### config.mk
export PLATFORM = sky130hd
export DESIGN_NAME = dma3d_agen
export DESIGN_NICKNAME = d
export VERILOG_FILES = /design/src/rtl/dma3d_agen.sv
export SDC_FILE = /design/constraint.sdc
export NUM_CORES = 2
export LEC_CHECK = 0
export ABC_AREA = 1
export ABC_CLOCK_PERIOD_IN_PS = 9530
export BUFFER_PORTS_ARGS = -buffer_cell sky130_fd_sc_hd__buf_2
export CAP_MARGIN = 30
export CORE_ASPECT_RATIO = 0.8
export CORE_MARGIN = 4
export CORE_UTILIZATION = 45
export DETAILED_ROUTE_END_ITERATION = 7
export SLEW_MARGIN = 20
export SYNTH_ARGS = -nofsm -noshare
export SYNTH_HDL_FRONTEND = slang
export SYNTH_SLANG_ARGS = --single-unit
### constraint.sdc
create_clock -name clk -period 9.53 [get_ports clk]
set_input_delay 0.4765 -clock clk [delete_from_list [all_inputs] [get_ports clk]]
set_output_delay 0.4765 -clock clk [all_outputs]
set_load 0.01 [all_outputs]
### src/rtl/dma3d_agen.sv
`timescale 1ns/1ps
module dma3d_agen #(
  parameter int NSLOT    = 8,
  parameter int ACT_SLOT = 0
) (
  input  logic                       clk,
  input  logic                       rst_n,
  input  logic                       trig_evt,
  input  logic                       trig_sw,
  input  logic                       trig_chain,
  input  logic                       wr_en,
  input  logic [$clog2(NSLOT)+2:0]   wr_addr,
  input  logic [31:0]                wr_data,
  output logic                       req_valid,
  input  logic                       req_ready,
  output logic [31:0]                req_src,
  output logic [31:0]                req_dst,
  output logic [15:0]                req_acnt,
  output logic [2:0]                 req_fwid,
  output logic                       evt_done,
  output logic                       evt_final,
  output logic [5:0]                 evt_tcc,
  output logic                       evt_irq,
  output logic                       evt_chain,
  output logic [1:0]                 stat_code
);
  localparam int SW = $clog2(NSLOT);
  localparam int AW = SW + 3;
  localparam logic [SW-1:0] ACT = ACT_SLOT[SW-1:0];
  localparam logic [15:0] NULL_LINK = 16'hFFFF;

  logic [31:0] ram [NSLOT*8];
  always_ff @(posedge clk)
    if (wr_en) ram[wr_addr] <= wr_data;

  logic run, live, pend;
  logic sam, dam, absync, stat_d, ien_f, ien_i, chn_f, chn_i;
  logic [2:0]  fwid;
  logic [5:0]  tcc;
  logic [31:0] src, dst, sfs, dfs;
  logic [15:0] acnt, bcnt, bcntrld, link, ccnt;
  logic [15:0] sbidx, dbidx, scidx, dcidx;

  wire trig     = trig_evt | trig_sw | trig_chain;
  wire hs       = run & req_ready;
  wire last_b   = bcnt == 16'd1;
  wire last_c   = ccnt == 16'd1;
  wire trig_end = hs & (last_b | ~absync);
  wire fin      = hs & last_b & last_c;
  wire reload   = fin & ~stat_d & (link != NULL_LINK);
  wire start_ld = ~run & trig & pend;
  wire do_load  = start_ld | reload;
  wire [SW-1:0] ld_slot = start_ld ? ACT : link[SW-1:0];
  wire act_wr   = wr_en & (wr_addr[AW-1:3] == ACT);

  wire [31:0] sb = {{16{sbidx[15]}}, sbidx};
  wire [31:0] db = {{16{dbidx[15]}}, dbidx};
  wire [31:0] sc = {{16{scidx[15]}}, scidx};
  wire [31:0] dc = {{16{dcidx[15]}}, dcidx};
  wire [31:0] src_nb = sam ? src : src + sb;
  wire [31:0] dst_nb = dam ? dst : dst + db;
  wire [31:0] src_nc = sam ? src : sfs + sc;
  wire [31:0] dst_nc = dam ? dst : dfs + dc;

  always_ff @(posedge clk) begin
    if (!rst_n) begin
      run <= 1'b0; live <= 1'b0; pend <= 1'b0;
      {sam, dam, absync, stat_d, ien_f, ien_i, chn_f, chn_i} <= '0;
      fwid <= '0; tcc <= '0;
      src <= '0; dst <= '0; sfs <= '0; dfs <= '0;
      acnt <= '0; bcnt <= '0; bcntrld <= '0; link <= NULL_LINK; ccnt <= '0;
      sbidx <= '0; dbidx <= '0; scidx <= '0; dcidx <= '0;
      evt_done <= 1'b0; evt_final <= 1'b0; evt_tcc <= '0;
      evt_irq <= 1'b0; evt_chain <= 1'b0; stat_code <= 2'd0;
    end else begin
      evt_done <= 1'b0; evt_final <= 1'b0; evt_irq <= 1'b0; evt_chain <= 1'b0;

      if (do_load) begin
        sam     <= ram[{ld_slot, 3'd0}][0];
        dam     <= ram[{ld_slot, 3'd0}][1];
        absync  <= ram[{ld_slot, 3'd0}][2];
        stat_d  <= ram[{ld_slot, 3'd0}][3];
        fwid    <= ram[{ld_slot, 3'd0}][10:8];
        tcc     <= ram[{ld_slot, 3'd0}][17:12];
        ien_f   <= ram[{ld_slot, 3'd0}][20];
        ien_i   <= ram[{ld_slot, 3'd0}][21];
        chn_f   <= ram[{ld_slot, 3'd0}][22];
        chn_i   <= ram[{ld_slot, 3'd0}][23];
        src     <= ram[{ld_slot, 3'd1}];
        sfs     <= ram[{ld_slot, 3'd1}];
        acnt    <= ram[{ld_slot, 3'd2}][15:0];
        bcnt    <= ram[{ld_slot, 3'd2}][31:16];
        dst     <= ram[{ld_slot, 3'd3}];
        dfs     <= ram[{ld_slot, 3'd3}];
        sbidx   <= ram[{ld_slot, 3'd4}][15:0];
        dbidx   <= ram[{ld_slot, 3'd4}][31:16];
        link    <= ram[{ld_slot, 3'd5}][15:0];
        bcntrld <= ram[{ld_slot, 3'd5}][31:16];
        scidx   <= ram[{ld_slot, 3'd6}][15:0];
        dcidx   <= ram[{ld_slot, 3'd6}][31:16];
        ccnt    <= ram[{ld_slot, 3'd7}][15:0];
      end else if (hs) begin
        if (last_b) begin
          src <= src_nc; dst <= dst_nc; sfs <= src_nc; dfs <= dst_nc;
          bcnt <= bcntrld; ccnt <= ccnt - 16'd1;
        end else begin
          src <= src_nb; dst <= dst_nb; bcnt <= bcnt - 16'd1;
        end
      end

      if (do_load) pend <= 1'b0;
      if (act_wr)  pend <= 1'b1;

      if (!run && trig && (pend || live)) begin
        run <= 1'b1;
        live <= 1'b1;
      end else if (trig_end) begin
        run <= 1'b0;
        if (fin && !reload) live <= 1'b0;
      end

      if (trig_end) begin
        evt_done  <= 1'b1;
        evt_final <= fin;
        evt_tcc   <= tcc;
        evt_irq   <= fin ? ien_f : ien_i;
        evt_chain <= fin ? chn_f : chn_i;
        stat_code <= 2'd1;
      end
      if (run && trig) stat_code <= 2'd2;
    end
  end

  assign req_valid = run;
  assign req_src   = src;
  assign req_dst   = dst;
  assign req_acnt  = acnt;
  assign req_fwid  = fwid;
endmodule

==> summary.md <==
| Metric | Value |
|---|---|
| Layout fillers | 17800 |
| Slowest cell on crit path | buf_4 |
| Synth Flop Type | edfxtp_1 |
| Largest net degree at the start of global routing | 210 |
| Peak VDD IR | 179 uV |
| Required @ worst endpoint | a little over 10000 ps |
| PwrDens | 197 mW/mm^2 |
| Clk Latency, worst-skew pair | between 800 and 900 ps |
| Mapped Area | 0.0918 sq mm |
| Clk sink count | around 2100 |
| DP HPWL | 168000 microns |
| Max_cap viols | 0 |
| Gr usage total | 0.274 |
| Slowest stage delay, CP | 760 ps |
| Clock buffer count from CTS | 201 |
| Worst slew pin tran | approximately 1300 ps |
| Async SR Flop Fraction | 0 |
| Layout cells sized above 1 | 0.0949 |
| Placed cell area | 0.0956 sq mm |
| NumNets Final | 8786 |
| Horiz. Die Dim | 513 microns |
| Worst EP arrival | about 5600 ps |
| Number of synthesized flops with an enable pin | 1800 |
| Final hold violation count | 0 |
| GR Overflow Total | 0 |
| Reg clk slew, reported paths | 60 ps |
| Post-Syn Instances | 8584 |
| Placer congestion estimate | 0.931 |
| Pre-CTS setup slack | between 4000 and 5000 ps |
| Initial DRC Count | 8868 |
| Clock skew | 62.3 ps |
| DRT Pass-1 Iters | 6 |
| Die Height | 412 microns |
| Cell taking the most area after synthesis | edfxtp_1 |
| Crit path cell chain | nand2_1 -> buf_4 -> inv_2 -> nand3_4 -> nor2_4 -> nand2_1 -> nand2_8 -> buf_4 -> a21oi_2 -> buf_4 -> inv_1 -> buf_4 -> o21ai_0 -> a21oi_1 |
| Initial antenna violation count | 21 |
| Final setup fails | 0 |
| Syn Area/Cell | 10.7 sq um |
| Top post-synthesis cells by area | edfxtp_1 (59%), dfxtp_1 (6.6%), nor2_1 (6.5%) |
| Synth cell types | 48 |
| Residual DRC | 0 |
| Post-synth top area share | 0.589 |
| Largest delay share family, worst path | buffers and inverters |
| Vias in the first global route | ~63000 |
| Max Fclk | 0.205 GHz |
| CTS tree | done |
| RSZ-0062 raised after global routing | false |
| Synthesized Nets | 8761 |
| Max H-tree Level | 4 |
| Slew Viols, Final | 0 |
| CTS Root Cell | clkbuf_16 |
| Worst Setup Path Type | reg2reg |
| Vias after detailed routing | slightly below 70000 |
| Deepest clock path buffer count | 3 |
| # rows | 147 |
| Yosys reg bits | roughly 2100 |
| Hold buffers post-CTS | 1 |
| Core area | 0.202 sq mm |
| Synth Warn # | 0 |
| Ports | 141 |
| Post-CTS Resized | 0 |
| Most common cell after layout, fill and taps aside | edfxtp_1 |
| Antenna viol nets, final | 0 |
| Layout Cells excl Fill | 11500 |
| Hold Path Class | in2reg |
| Final setup margin | 4640 ps |
| Placed insts | 11100 |
| CP Capture Type | register |
| Post-route minimum period | ~4900 ps |
| Total Die Area | 0.211 sq mm |
| Leakage | 36.6 nW |
| Design Power | 20.2 mW |
| Outcome | completed |
| Period utilisation layout | 0.513 |
| Routed WL | 297000 microns |
| Fin area | 0.102 sq mm |
| Critical path buffers and inverters | 6 |
| PortBufs | 140 |
| Most frequent CP cell | buf_4 |
| Post-Route Setup TNS | 0 ps |
| Post-CTS setup buffers | 0 |
| Initial Util | 0.455 |
| Max FO, Critical Path | 66 |
| Commonest non-fill, non-tap cells in the layout | edfxtp_1 (1800), nor2_1 (1529), nand2_1 (1113) |
| Relative slew slack | 0.129 |
| Register area share after synthesis | 0.655 |
| First-pass GRT wire length | 432000 microns |
| WL/cell | 25.9 microns |
| CP Launch Type | register |
| Area grow syn2layout | 11.6% |
| Via/cell ratio | 5.89 |
-- per-layer routing --
layer / global-route usage / routed length [microns]
met5: 0 / 13
met2: 0.417 / 131000
met1: 0.406 / 132000
met3: 0.0469 / 26600
met4: 0.0699 / 7990
-- synthesized netlist by cell type (all sizes together), types with 3 or more instances --
cell       n
o21bai    39
a21oi    395
o211ai   235
nor2    1588
o311ai   218
o21ai    804
fa         4
o31ai      6
nand4     35
dfxtp    304
o221ai    88
o21a       3
and2      24
nor3      61
xnor2     20
edfxtp  1800
a21o       6
or2      148
clkbuf   294
ha       128
xor2      35
buf      191
nand2   1118
inv      467
nand3b     3
a31oi     24
nand3    525
nor4       7
-- cell families after synthesis --
logic type	share of synthesized area
AND/OR/NAND/NOR	0.158
flip-flops	0.655
XOR/XNOR	0.00525
adder cells (fa/ha/maj)	0.0183
AO/OA/AOI/OAI	0.121
buffers and inverters	0.0420
-- tightest hold or removal path, delay by kind of cell --
family	cells	cell delay, ps
AO/OA/AOI/OAI	1	70
buffers and inverters	2	130
AND/OR/NAND/NOR	2	330
-- path summary, 6_finish.rpt --
check	start	end	slack [ps]	depth (start not counted)
setup reg to reg	req_valid	req_dst[27]	4640	14
hold / removal	trig_chain	stat_code[1]	210	5
hold reg to reg	stat_d	stat_d	470	2
setup / recovery	req_valid	req_dst[27]	4640	14
-- flip-flops by register name, indices dropped and copies added (netlist names), 2 cells and up --
register,cells
req_fwid,3
sbidx,16
dbidx,16
bcnt,16
dcidx,16
dfs,32
req_dst,32
bcntrld,16
evt_tcc,6
ccnt,16
scidx,16
sfs,32
link,16
stat_code,2
tcc,6
req_src,32
req_acnt,16
ram,1800
-- through the flow --
step	hold WS, ps	utilization
5_1_grt	192	0.507
3_3_place_gp	455	0.473
3_5_place_dp	457	0.474
2_1_floorplan	442	-
6_report	208	0.507
4_1_cts	140	0.507
-- cell type report --
type                       count  area, sq um  share of cell area
sequential                  2104        60100               0.587
multi-input combinational   5526        28200               0.276
clock buffer                 296         5750              0.0562
tap                         2682         3360              0.0328
timing repair buffer         307         2190              0.0214
inverter                     469         1790              0.0174
clock inverter                84          940             0.00918
antenna                        4         10.0           0.0000978
-- power by group --
part	internal, mW	leakage, nW	switching (mW)
logic	0.490	14.7	1.31
registers	10.1	18.7	0.124
clock network	4.56	3.25	3.56
total	15.2	36.6	4.99
No activity file was read; power rests on OpenSTA's default activity.
